==> src/rtl/qmode_pkg.sv <==
// Shared constants and mode encoding for the four-channel mode controller.
// Assumes one-hot mode fields of MODE_W bits per channel.
package qmode_pkg;
    localparam int NUM_CH   = 4;
    localparam int FRAME_W  = 8;
    localparam int MODE_W   = 5;
    localparam int LEAK_BIT = 3;
    localparam int TERM_BIT = 0;

    typedef enum logic [MODE_W-1:0] {
        M_HIGH = 5'b00001,
        M_LOW  = 5'b00010,
        M_TERM = 5'b00100,
        M_HIZ  = 5'b01000,
        M_LEAK = 5'b10000
    } mode_e;
endpackage

==> src/rtl/qmode_sync.sv <==
// Two-flop synchronizer for a vector of slow asynchronous inputs.
// Assumes each bit is independent and held for several clk cycles.
module qmode_sync #(
    parameter int          W       = 1,
    parameter logic [W-1:0] RST_VAL = '0
) (
    input  logic         clk,
    input  logic         rst_n,
    input  logic [W-1:0] d,
    output logic [W-1:0] q
);
    logic [W-1:0] meta_q;

    // Two register stages toward the clk domain.
    always_ff @(posedge clk) begin
        if (!rst_n) begin
            meta_q <= RST_VAL;
            q      <= RST_VAL;
        end else begin
            meta_q <= d;
            q      <= meta_q;
        end
    end
endmodule

==> src/rtl/qmode_shift.sv <==
// Serial frame receiver working in the clk domain.
// It detects sck rising edges, shifts sdi MSB first while the select is low,
// and pulses commit for one cycle when the select rises after at least
// FRAME_W bits. Longer frames keep the last FRAME_W bits.
// Assumes synchronized inputs.
module qmode_shift #(
    parameter int FRAME_W = 8,
    localparam int CW     = $clog2(FRAME_W + 1)
) (
    input  logic               clk,
    input  logic               rst_n,
    input  logic               sck_s,
    input  logic               sdi_s,
    input  logic               sel_n_s,
    output logic [FRAME_W-1:0] word,
    output logic               commit
);
    logic          sck_d;
    logic          sel_d;
    logic [CW-1:0] cnt;
    logic          sck_rise;
    logic          sel_rise;

    // Edge detection on the synchronized lines.
    always_comb begin
        sck_rise = sck_s & ~sck_d;
        sel_rise = sel_n_s & ~sel_d;
    end

    // Shift register, saturating bit counter and commit pulse.
    always_ff @(posedge clk) begin
        if (!rst_n) begin
            sck_d  <= 1'b0;
            sel_d  <= 1'b1;
            cnt    <= '0;
            word   <= '0;
            commit <= 1'b0;
        end else begin
            sck_d  <= sck_s;
            sel_d  <= sel_n_s;
            commit <= 1'b0;
            if (sel_rise) begin
                commit <= (cnt == CW'(FRAME_W));
                cnt    <= '0;
            end else if (sck_rise && !sel_n_s) begin
                word <= {word[FRAME_W-2:0], sdi_s};
                if (cnt != CW'(FRAME_W)) begin
                    cnt <= cnt + 1'b1;
                end
            end
        end
    end
endmodule

==> src/rtl/qmode_latch.sv <==
// Per-channel mode bit storage. On commit, each channel whose enable bit is
// set (frame bit FRAME_W-1-i for channel i) takes the shared leak and term bits.
// Reset sets every leak bit and leaves the term bits alone. Term bits start at 0.
module qmode_latch #(
    parameter int NUM_CH  = 4,
    parameter int FRAME_W = 8
) (
    input  logic               clk,
    input  logic               rst_n,
    input  logic [FRAME_W-1:0] word,
    input  logic               commit,
    output logic [NUM_CH-1:0]  leak_q,
    output logic [NUM_CH-1:0]  term_q
);
    import qmode_pkg::*;

    wire unused_bits = ^word[LEAK_BIT-1:TERM_BIT+1];

    for (genvar i = 0; i < NUM_CH; i++) begin : g_ch
        logic term_r = 1'b0;

        // Low-leakage bit, forced on by reset.
        always_ff @(posedge clk) begin
            if (!rst_n) begin
                leak_q[i] <= 1'b1;
            end else if (commit && word[FRAME_W-1-i]) begin
                leak_q[i] <= word[LEAK_BIT];
            end
        end

        // Termination bit, not touched by reset.
        always_ff @(posedge clk) begin
            if (commit && rst_n && word[FRAME_W-1-i]) begin
                term_r <= word[TERM_BIT];
            end
        end

        assign term_q[i] = term_r;
    end
endmodule

==> src/rtl/qmode_dec.sv <==
// Combinational mode decode for one channel: leak has the highest priority,
// then receive selects term or high impedance, otherwise data picks high or low.
module qmode_dec (
    input  logic       leak,
    input  logic       term,
    input  logic       data,
    input  logic       rcv,
    output logic [4:0] mode
);
    import qmode_pkg::*;

    // Priority decode to a one-hot mode.
    always_comb begin
        if (leak)      mode = M_LEAK;
        else if (rcv)  mode = term ? M_TERM : M_HIZ;
        else           mode = data ? M_HIGH : M_LOW;
    end
endmodule

==> src/rtl/qmode_ctrl.sv <==
// Top of the serially programmed four-channel output mode controller.
// Synchronizes the serial port, receives frames, stores per-channel mode
// bits and decodes them with the fast data and receive inputs.
module qmode_ctrl #(
    parameter int NUM_CH  = qmode_pkg::NUM_CH,
    parameter int FRAME_W = qmode_pkg::FRAME_W,
    localparam int MW     = qmode_pkg::MODE_W
) (
    input  logic                 clk,
    input  logic                 rst_n,
    input  logic                 sel_n,
    input  logic                 sck,
    input  logic                 sdi,
    input  logic [NUM_CH-1:0]    data_in,
    input  logic [NUM_CH-1:0]    rcv_in,
    output logic [NUM_CH*MW-1:0] mode_out
);
    logic [2:0]         sync_q;
    logic [FRAME_W-1:0] word;
    logic               commit;
    logic [NUM_CH-1:0]  leak_q;
    logic [NUM_CH-1:0]  term_q;

    qmode_sync #(.W(3), .RST_VAL(3'b100)) u_sync (
        .clk   (clk),
        .rst_n (rst_n),
        .d     ({sel_n, sdi, sck}),
        .q     (sync_q)
    );

    qmode_shift #(.FRAME_W(FRAME_W)) u_shift (
        .clk     (clk),
        .rst_n   (rst_n),
        .sck_s   (sync_q[0]),
        .sdi_s   (sync_q[1]),
        .sel_n_s (sync_q[2]),
        .word    (word),
        .commit  (commit)
    );

    qmode_latch #(.NUM_CH(NUM_CH), .FRAME_W(FRAME_W)) u_latch (
        .clk    (clk),
        .rst_n  (rst_n),
        .word   (word),
        .commit (commit),
        .leak_q (leak_q),
        .term_q (term_q)
    );

    for (genvar i = 0; i < NUM_CH; i++) begin : g_dec
        qmode_dec u_dec (
            .leak (leak_q[i]),
            .term (term_q[i]),
            .data (data_in[i]),
            .rcv  (rcv_in[i]),
            .mode (mode_out[MW*i +: MW])
        );
    end
endmodule

==> config.mk <==
export PLATFORM = sky130hd
export DESIGN_NAME = qmode_ctrl
export DESIGN_NICKNAME = d
export VERILOG_FILES = /design/src/rtl/qmode_pkg.sv /design/src/rtl/qmode_sync.sv /design/src/rtl/qmode_shift.sv /design/src/rtl/qmode_latch.sv /design/src/rtl/qmode_dec.sv /design/src/rtl/qmode_ctrl.sv
export SDC_FILE = /design/constraint.sdc
export NUM_CORES = 1
export LEC_CHECK = 0
export ABC_AREA = 1
export BUFFER_PORTS_ARGS = -buffer_cell sky130_fd_sc_hd__buf_4
export CORE_ASPECT_RATIO = 0.7
export CORE_MARGIN = 4
export CORE_UTILIZATION = 25
export DETAILED_ROUTE_END_ITERATION = 7
export PLACE_DENSITY = 0.42
export REMOVE_ABC_BUFFERS = 1
export SETUP_SLACK_MARGIN = 0.1
export SYNTH_ARGS = -nofsm -noshare
export SYNTH_HDL_FRONTEND = slang
export SYNTH_HIERARCHICAL = 1
export SYNTH_SLANG_ARGS = --single-unit
==> constraint.sdc <==
create_clock -name clk -period 2.4 [get_ports clk]
set_input_delay 0.24 -clock clk [delete_from_list [all_inputs] [get_ports clk]]
set_output_delay 0.24 -clock clk [all_outputs]
set_load 0.02 [all_outputs]
### After elaboration in Yosys (flattened, before gate mapping)

Index checks and enable logic that the tools add are counted.

| operators by class | value |
|---|---|
| $add $sub $neg | 1 |
| eq/ne operators | 2 |
| multiplexer cells | 16 |
| bitwise gates (word level) | 6 |
| reduce and logical (&&, ||, !) cells | 15 |

Operators by type and width:

| cell | number |
|---|---|
| two-way mux 5 bit | 8 |
| two-way mux 4 bit | 4 |
| logical AND 1 bit | 10 |
| two-way mux 2 bit | 4 |
| AND reduction 2 bit | 3 |
| adder 4 x 1 -> 4 bit, second input constant | 1 |
| equality test 4 bit, second input constant | 1 |
| inequality test 4 bit, second input constant | 1 |
| inverter 1 bit | 4 |
| AND 1 bit | 2 |
| OR reduction 2 bit | 1 |
| logical NOT 1 bit | 1 |

| word-level totals | value |
|---|---|
| flip-flop bits (word level) | 29 |
| output and inout port bits | 20 |
| logic and storage cells | 55 |

### Logic depth before layout (Yosys ltp)

Gate-level depths: netlist (run 1).

| logic depth | value |
|---|---|
| word-level depth | 4 |
| depth in mapped cells | 8 |

### Modules after synthesis

The synthesis (run 1) kept the hierarchy.

By module, submodules not included:

| module | instances | cells an instance | area each (um^2) |
|---|---|---|---|
| qmode_shift | 1 | 83 | 673.1 |
| qmode_latch | 1 | 38 | 344.1 |
| qmode_dec | 4 | 11 | 52.6 |
| qmode_sync | 1 | 18 | 165.2 |

### Worst setup path before layout (run 1)

No wires, ideal clock.

| timing path | value |
|---|---|
| kind | reg2reg |
| start point | register u_shift.cnt[0] |
| end point | register u_shift.cnt[0] |
| setup time | 117 ps |
| data arrival time | 1097 ps |
| data required time | 2283 ps |
| setup slack | 1186 ps |
| cell stages (with the launch flop) | 9 |
| buffers on the path | 0 |
| period minus slack after synthesis | 1214 ps |
| cell sequence | dfxtp_1 > inv_1 > ha_1 > nand2_1 > clkinv_1 > nand2_1 > nand2_4 > nand2_1 > a21oi_2 |

| between the ends | value |
|---|---|
| cells in the longest elaborated chain, start to end | 2 |

Ends and longest elaborated chain:

| item | line | text |
|---|---|---|
| start, declared | qmode_shift.sv:20 | `logic [CW-1:0] cnt;` |
| start signal, assigned | qmode_shift.sv:48 | `cnt <= cnt + 1'b1;` |
| parallel branches: the longest is 2 deep, another holds adder 4 x 1 -> 4 bit | -- |  |

Several ways; the timed one is not identified.
A chain may end at the register's enable or synchronous reset.

### Worst setup path in the final report (run 1)

Same ends and word-level chain as after synthesis.

==> metrics.md, run 1 <==
| Metric | Value |
|---|---|
| Root Buffer | `clkbuf_8` |
| Gr usage total | `8.28%` |
| Critical path fanouts, max | `5` |
| Clock insertion delay at the later pin of the skew report | `0.27 ns` |
| Max-cap violations | `0` |
| Synth Flop Type | `dfxtp_1` |
| Final setup viols | `0` |
| Register area share after synthesis | `44.6%` |
| Average size of a mapped cell | `7.61 sq um` |
| Die Y | `70.4 microns` |
| Reg2reg start | `u_shift/cnt[0]` |
| Critical path cell sequence | `inv_1, ha_1, nand2_1, clkinv_1, nand2_1, nand2_4, nand2_1, a21oi_2` |
| CTS tree | `built` |
| HP Class | `in2reg` |
| Top Family by Delay on Critical Path | `simple AND/OR/NAND/NOR gates` |
| Tmin final | `1.32 ns` |
| Dpl hpwl | `1860 microns` |
| Ys Warns | `6` |
| Core area | `5310 sq um` |
| # rows | `22` |
| Die X | `97.2 microns` |
| DR vias | `1090` |
| Slew HR | `78.4%` |
| Iter 0 DRT Violations | `32` |
| Area Overhead vs Synth | `24.4%` |
| Routed Antenna Nets | `0` |
| Number of global-route vias before repair | `1018` |
| Fin. Hold Viols | `0` |
| Clk sink count | `29` |
| Peak VDD IR | `0.000296 V` |
| Htree depth | `2` |
| Die area | `6850 sq um` |
| Crit Path Class | `reg2reg` |
| DR pass1 iterations | `4` |
| Yosys top cell by area | `dfxtp_1` |
| Critical path startpoint category | `register` |
| Vias per Instance | `3.82` |
| R2R Path End | `u_shift/cnt[0]` |
| Netlist cell types | `23` |
| CP Buf/Inv Count | `2` |
| Endpoint class of the critical path | `register` |
| RSZ-0062 raised after global routing | `false` |
| Layout Skew | `0.00537 ns` |
| Clock buffer count from CTS | `5` |
| Clock-pin slew on the worst setup and hold paths | `0.06 ns` |
| Nets | `227` |
| Post-Place Worst Slack | `1.08 ns` |
| Number of port buffers | `32` |
| Critical path's slowest cell | `dfxtp_1` |
| Antenna violations before repair | `0` |
| Top cells by count, synth | `nand2_1, dfxtp_1, nor2_1` |
| Initial Util | `26.2%` |
| Setup TNS Final | `0 ns` |
| Status | `finished, final reports clean` |
| Yosys top cell area share | `35.9%` |
| Count leader, synth | `nand2_1` |
| FF-to-FF path depth | `8` |
| Seq cells post-synth | `29` |
| # DRC | `0` |
| Grt total ovfl | `0` |
| Post-synth ARST share | `0%` |
| Hold EP | `u_sync/meta_q[2]` |
| Leak Pwr | `0.000780 uW` |
| Fmax | `0.760 GHz` |
| Top Ports | `33` |
| Top post-synthesis cells by area | `dfxtp_1, nand2_1, edfxtp_1, nor2_1, nor2_2` |
| Max Root-Sink Buffers | `2` |
| Final worst-path cycle share | `54.8%` |
| Flop2flop setup slack | `1.08 ns` |
| Slew at the pin closest to its max-slew limit | `0.324 ns` |
| Final worst setup slack | `1.08 ns` |
| Resize count post-CTS | `0` |
| CP dominant cell by count | `nand2_1` |
| Post-CTS Hold Fix Bufs | `0` |
| Cell Area, Synth | `1390 sq um` |
| Layout cell share with drive strength beyond 1 | `34.7%` |
| Cell depth of the worst setup path | `8` |
| Fin. max-slew vios | `0` |
| Final wirelength | `2520 microns` |
| Wire length per cell | `8.86 microns` |
| First-pass GRT wire length | `4600 microns` |
| Hold Startpoint | `sel_n` |
| Ant diodes | `0` |
| Post-synthesis instance total | `183` |
| CP required | `2.56 ns` |
| CP peak stage delay | `0.39 ns` |
| Power Dens Cells | `533 nW/um^2` |
| Largest net degree at the start of global routing | `23` |
| WHS Path Cells | `3` |
| CP arrival | `1.47 ns` |
| Routability cong. | `0.695` |
| Post-synth EDFFs | `4` |
| Setup bufs post-CTS | `0` |
## worst register-to-register path: stages, from the launching register on
cell and delay (ns):
dfxtp_1 0.39, inv_1 0.09, ha_1 0.19, nand2_1 0.13
clkinv_1 0.08, nand2_1 0.12, nand2_4 0.08, nand2_1 0.09
a21oi_2 0.05
## kinds of logic (layout without fill, tap and decap cells)
family                   after synthesis  after routing  share of synthesized area [%]
AND/OR/NAND/NOR                      102            102                           36.0
buffers and inverters                 38             68                           12.8
adder cells (fa/ha/maj)                2              2                           1.80
flip-flops                            29             29                           44.6
AO/OA/AOI/OAI                         12             12                           4.85
## layout by cell type, fill, tap and decap left out, types with 3 or more instances in the layout
cell / synthesis / layout
clkbuf_8: 0 / 5
nand2_1: 40 / 40
nand3_1: 9 / 9
nand2_2: 5 / 5
nor2_1: 25 / 25
edfxtp_1: 4 / 4
o21ai_0: 8 / 8
nor2_2: 13 / 13
nor2_4: 3 / 3
dfxtp_1: 25 / 25
buf_4: 9 / 32
inv_2: 8 / 8
inv_1: 19 / 19
## worst max-delay path by stage
stage	startpoint	endpoint	slack, ns
after floorplan	u_shift/cnt[0]	u_shift/cnt[0]	1.19
after global placement	u_shift/cnt[0]	u_shift/cnt[0]	1.10
after detailed placement	u_shift/cnt[0]	u_shift/cnt[0]	1.08
after CTS	u_shift/cnt[0]	u_shift/cnt[0]	1.07
after global routing	u_shift/cnt[0]	u_shift/cnt[0]	0.96
final	u_shift/cnt[0]	u_shift/cnt[0]	1.08
## area by class of cell
cell class / instances / area [sq um]
clock buffer: 6 / 72.6
clock inverter: 2 / 10.0
fill: 570 / 3580
inverter: 28 / 105
multi-input combinational: 116 / 594
sequential: 29 / 621
tap: 72 / 90.1
timing repair buffer: 32 / 240
## through the flow
step	utilization, %	instance area (sq um)	hold slack, ns	std cells	total power, uW
after floorplan	-	1320	0.309	173	535
after global placement	31.1	1650	0.389	277	562
after detailed placement	31.1	1650	0.390	277	562
after CTS	32.6	1730	0.124	285	944
after global routing	32.6	1730	0.146	285	972
final	32.6	1730	0.137	285	923
## where the power goes
group | internal, uW | total (uW) | switching [uW] | leakage [uW]
Sequential | 499 | 505 | 5.92 | 0.000247
Clock | 200 | 372 | 172 | 0.0000450
Combinational | 21.7 | 46.7 | 25.0 | 0.000488
Total | 721 | 923 | 203 | 0.000780
## flip-flops by register name, summed over array words and instances (netlist names)
register             count
u_latch/leak_q           4
u_latch/g_ch.term_r      4
u_sync/q                 3
u_shift/cnt              4
u_shift/sel_d            1
u_shift/commit           1
u_shift/word             8
u_sync/meta_q            3
u_shift/sck_d            1
## layer usage
layer | part of all wire (%) | vias to the layer above | track usage [%]
li1 | - | 604 | -
met1 | 52 | 448 | 10.7
met2 | 38 | 36 | 11.9
met3 | 9.1 | 2 | 3.79
met4 | 0.59 | 0 | 3.27
met5 | 0 | - | 0
No activity file was read; power rests on OpenSTA's default activity.
==> run 2: changes to the inputs <==
Settings changed: PLACE_DENSITY 0.42 to 0.44.
Clock period 2.4 ns to 1.1 ns, I/O delays scaled along.
==> run 2 against run 1 <==
Net effect:
- total power is 120% higher
- cell count increased by 6.3%
- via count up 11%
- combinational power rose to 3.0 times the previous value
==> metrics.md, run 2 (synthesized netlist as in run 1, its figures left out) <==
| Metric | Value |
|---|---|
| Status | `finished, final reports clean` |
| Crit Path Class | `reg2out` |
| Die Y | `70.4 microns` |
| Antenna violations before repair | `0` |
| Top Ports | `33` |
| Area Overhead vs Synth | `49.7%` |
| Clock buffer count from CTS | `5` |
| Dpl hpwl | `1990 microns` |
| Final setup viols | `0` |
| Initial Util | `26.2%` |
| Fin. Hold Viols | `0` |
| Routability cong. | `0.699` |
| WHS Path Cells | `3` |
| Core area | `5310 sq um` |
| Max Root-Sink Buffers | `2` |
| Slew at the pin closest to its max-slew limit | `0.237 ns` |
| Routed Antenna Nets | `0` |
| Clk sink count | `29` |
| Final worst-path cycle share | `98.1%` |
| R2R Path End | `u_shift/cnt[0]` |
| Power Dens Cells | `982 nW/um^2` |
| Number of global-route vias before repair | `1134` |
| Reg2reg start | `u_shift/cnt[0]` |
| Fin. max-slew vios | `0` |
| Layout Cells excl Fill | `303` |
| Pwr Total | `2050 uW` |
| Hold Startpoint | `sdi` |
| Nets | `245` |
| Vias per Instance | `3.99` |
| Slew HR | `84.2%` |
| # DRC | `0` |
| Die area | `6850 sq um` |
| Final wirelength | `2990 microns` |
| Root Buffer | `clkbuf_8` |
| DR vias | `1208` |
| Tmin final | `1.08 ns` |
| Largest register FFs | `8` |
| Largest net degree at the start of global routing | `13` |
| Die X | `97.2 microns` |
| Flop2flop setup slack | `0.06 ns` |
| RSZ-0062 raised after global routing | `true` |
| Wire length per cell | `9.85 microns` |
| FF-to-FF path depth | `7` |
| Grt total ovfl | `0` |
| HP Class | `in2reg` |
| Gr usage total | `9.49%` |
| Layout cell share with drive strength beyond 1 | `55.4%` |
| Top reg by flops | `u_shift/word` |
| Peak VDD IR | `0.000848 V` |
| Number of port buffers | `32` |
| CTS tree | `built` |
| Htree depth | `2` |
| Iter 0 DRT Violations | `23` |
| Critical path startpoint category | `register` |
| Critical Path Source | `u_latch/leak_q[2]` |
| Endpoint class of the critical path | `output port` |
| Ant diodes | `0` |
| Hold EP | `u_sync/meta_q[1]` |
| Clock insertion delay at the later pin of the skew report | `0.27 ns` |
| Dpl cells | `288` |
| Clock-pin slew on the worst setup and hold paths | `0.06 ns` |
| Commonest non-fill, non-tap cells in the layout | `buf_4, nand2_1, nor2_1` |
| CP required | `0.99 ns` |
| Max-cap violations | `0` |
| Leak Pwr | `0.000908 uW` |
| First-pass GRT wire length | `5310 microns` |
| Most common cell after layout, fill and taps aside | `buf_4` |
| CP arrival | `0.97 ns` |
| Critical path fanouts, max | `5` |
| DR pass1 iterations | `4` |
| Fmax | `0.927 GHz` |
| Layout Skew | `0.00559 ns` |
| # rows | `22` |
==> run 2: final cells by class <==
class / count / area [sq um]
Clock inverter: 2 / 10.0
Inverter: 28 / 113
Multi-Input combinational cell: 117 / 714
Tap cell: 72 / 90.1
Clock buffer: 6 / 72.6
Fill cell: 564 / 3230
Sequential cell: 29 / 647
Timing Repair Buffer: 49 / 438
==> run 2: worst max-delay path, stage by stage (launching register included) <==
cell	delay (ns)
dfxtp_4	0.37
inv_4	0.06
nand2_2	0.04
nor2_2	0.10
buf_6	0.13
==> run 2: timing repair <==
| item | 4_1_cts | 5_1_grt |
|---|---|---|
| gates cloned | 1 | 0 |
| buffers inserted | 3 | 2 |
| endpoints found under the hold margin | 1 | 0 |
| resized for setup | 29 | 46 |
| pin swaps | 17 | 12 |
| setup endpoints to repair | 27 | 29 |
| hold buffers | 1 | 0 |
==> run 2: report_power, final <==
part,switching [uW],total [uW],internal [uW]
Clock,384,821,437
Sequential,12.5,1090,1080
Combinational,70.4,138,67.6
Total,467,2050,1580
==> run 2: how the worst max path moves through the flow <==
stage	to	slack, ns	cells after the start
2_1_floorplan	u_shift/cnt[0]	-0.11	8
3_3_place_gp	u_shift/cnt[1]	-0.08	8
3_5_place_dp	u_shift/cnt[1]	-0.10	8
4_1_cts	mode_out[8]	0.02	4
5_1_grt	mode_out[13]	-0.05	4
6_report	mode_out[13]	0.02	4
==> run 2: metal layers <==
| layer | vias to the layer above | wire length (microns) | share of wire, % | track usage, % |
|---|---|---|---|---|
| met1 | 528 | 1500 | 50 | 13.0 |
| li1 | 646 | - | - | - |
| met4 | 0 | 18 | 0.60 | 3.27 |
| met2 | 32 | 1250 | 42 | 13.3 |
| met3 | 2 | 226 | 7.6 | 3.99 |
| met5 | - | 0 | 0 | 0 |
==> run 2: metrics by stage <==
stage	setup slack (ns)	hold WS, ns	TNS (ns)	utilization (%)	instance area, sq um
after floorplan	-0.114	0.179	-0.348	-	1320
after global placement	-0.0786	0.282	-0.290	32.6	1730
after detailed placement	-0.104	0.283	-0.365	32.6	1730
after CTS	0.0225	0.00836	0	36.4	1930
after global routing	-0.0540	0.0340	-0.211	39.2	2080
final	0.0211	0.0156	0	39.2	2080
==> run 3: changes to the inputs <==
Settings changed: BUFFER_PORTS_ARGS -buffer_cell sky130_fd_sc_hd__buf_4 to -buffer_cell sky130_fd_sc_hd__buf_2, PLACE_DENSITY 0.44 to 0.42.
Clock period 1.1 ns to 1.3 ns, I/O delays scaled along.
==> run 3 against run 2 <==
Net effect:
- clock-buffer cell count decreased by 1
- sequential power shrank 15%
- highest routed layer unchanged
- via count fell by 6.5%
- register-to-register slack improved by 0.12 ns
- cell count shrank 4.3%
- sequential share of layout area is 5.8 points higher
- utilization shrank 7.2 points
- routed wire length shrank 10%
- clock power fell by 15%
- worst setup slack improved by 0.16 ns
- die area did not move
- total power down 17%
==> metrics.md, run 3 (synthesized netlist as in run 1, its figures left out) <==
| Metric | Value |
|---|---|
| Number of port buffers | `32` |
| Tmin final | `1.12 ns` |
| CTS tree | `built` |
| HP Class | `in2reg` |
| RSZ-0062 raised after global routing | `false` |
| Post-CTS Hold Fix Bufs | `0` |
| Core area | `5310 sq um` |
| First-pass GRT wire length | `4800 microns` |
| Clock share of power | `40.7%` |
| CP required | `1.51 ns` |
| Die Y | `70.4 microns` |
| Fmax | `0.891 GHz` |
| Peak VDD IR | `0.000530 V` |
| Crit Path Class | `reg2reg` |
| Pwr Total | `1710 uW` |
| Status | `finished, final reports clean` |
| Final worst-path cycle share | `86.3%` |
| Sw Pwr | `394 uW` |
| Power Dens Cells | `1000 nW/um^2` |
| Routability cong. | `0.738` |
| Layout Skew | `0.00700 ns` |
| Area Overhead vs Synth | `22.1%` |
| Dpl hpwl | `1990 microns` |
| Endpoint class of the critical path | `register` |
| Vias per Instance | `3.89` |
| Dpl cell area | `1610 sq um` |
| Comb pwr share | `4.7%` |
| Top reg by flops | `u_shift/word` |
| Slew at the pin closest to its max-slew limit | `0.265 ns` |
| Antenna violations before repair | `0` |
| Nets | `232` |
| Number of global-route vias before repair | `1067` |
| Leak Pwr | `0.000793 uW` |
| Max-cap violations | `0` |
| Design area | `1700 sq um` |
| # rows | `22` |
| Clock buffer count from CTS | `5` |
| Max Root-Sink Buffers | `2` |
| Most common cell after layout, fill and taps aside | `nand2_1` |
| Internal power | `1310 uW` |
| Slew HR | `82.3%` |
| DR vias | `1129` |
| Gr usage total | `8.67%` |
| Layout cell share with drive strength beyond 1 | `39.4%` |
| Critical path cell sequence | `inv_1, ha_1, nand2_2, nor2_4, nor2_8, nand2_1, a21oi_2` |
| Die X | `97.2 microns` |
| Fin. max-slew vios | `0` |
| Clk sink count | `29` |
| Grt total ovfl | `0` |
| Fin util | `32.0%` |
| Clock-pin slew on the worst setup and hold paths | `0.07 ns` |
| Switching Share | `23.1%` |
| Fin. Hold Viols | `0` |
| Critical path startpoint category | `register` |
| Wire length per cell | `9.23 microns` |
| Largest net degree at the start of global routing | `17` |
| # DRC | `0` |
| Critical path fanouts, max | `4` |
| Clock insertion delay at the later pin of the skew report | `0.28 ns` |
| Top Ports | `33` |
| Iter 0 DRT Violations | `62` |
| Die area | `6850 sq um` |
| Commonest non-fill, non-tap cells in the layout | `nand2_1, buf_2, nor2_1` |
| Routed Antenna Nets | `0` |
| Setup TNS Final | `0 ns` |
| CP peak stage delay | `0.33 ns` |
| CP arrival | `1.33 ns` |
| Final wirelength | `2680 microns` |
| Fillers | `577` |
| Ant diodes | `0` |
| DR pass1 iterations | `4` |
| Sequential power share | `54.6%` |
| Critical path's slowest cell | `dfxtp_2` |
| Initial Util | `26.2%` |
| Htree depth | `2` |
| Final setup viols | `0` |
| Root Buffer | `clkbuf_8` |
| Largest register FFs | `8` |
[run 3: path summary, 6_finish.rpt]
path | endpoint | start | slack (ns) | depth (start not counted)
min reg2reg | u_sync/q[2] | u_sync/meta_q[2] | 0.40 | 2
max reg2reg | u_shift/cnt[3] | u_shift/cnt[0] | 0.18 | 7
min | u_sync/meta_q[2] | sel_n | 0.02 | 3
max | u_shift/cnt[3] | u_shift/cnt[0] | 0.18 | 7
[run 3: critical path: cells and delay by family, from the launching register on]
kind	cells	cell delay [ns]
adder cells (fa/ha/maj)	1	0.20
buffers and inverters	1	0.06
AO/OA/AOI/OAI	1	0.11
flip-flops	1	0.33
AND/OR/NAND/NOR	4	0.37
[run 3: stage by stage]
step | worst slack [ns] | hold WS [ns] | instances
final | 0.178 | 0.0166 | 290
after detailed placement | 0.0902 | 0.306 | 282
after global routing | 0.102 | 0.0414 | 290
after floorplan | 0.0864 | 0.199 | 173
after global placement | 0.101 | 0.303 | 282
after CTS | 0.123 | 0.00994 | 290
[run 3: area by class of cell]
cell class              count  area [sq um]  area share, %
clock inverters             3          12.5          0.736
multi-input cells         116           599           35.2
inverters                  28           105           6.18
repair buffers             37           198           11.6
clock buffers               5          68.8           4.05
well taps                  72          90.1           5.30
flip-flops and latches     29           627           36.9
[run 3: what timing repair did]
| action | in CTS | in global routing |
|---|---|---|
| setup buffers | 0 | 0 |
| endpoints found under the setup margin | 3 | 11 |
| pin swaps | 0 | 1 |
| cloned | 0 | 0 |
| resized for setup | 2 | 6 |
[run 3: power by group through the flow]
stage          logic [uW]  clock network, uW  registers, uW
2_1_floorplan        38.6                  0            949
3_3_place_gp         82.1                  0            951
3_5_place_dp         81.8                  0            951
4_1_cts              82.4                726            931
5_1_grt              96.2                762            932
6_report             81.0                694            931
[run 3: routing by layer]
| layer | wire (microns) | vias up | track usage [%] |
|---|---|---|---|
| met5 | 0 | - | 0 |
| met4 | 38 | 0 | 3.27 |
| met3 | 247 | 7 | 4.09 |
| met2 | 990 | 32 | 12.4 |
| met1 | 1400 | 469 | 11.3 |
| li1 | - | 621 | - |
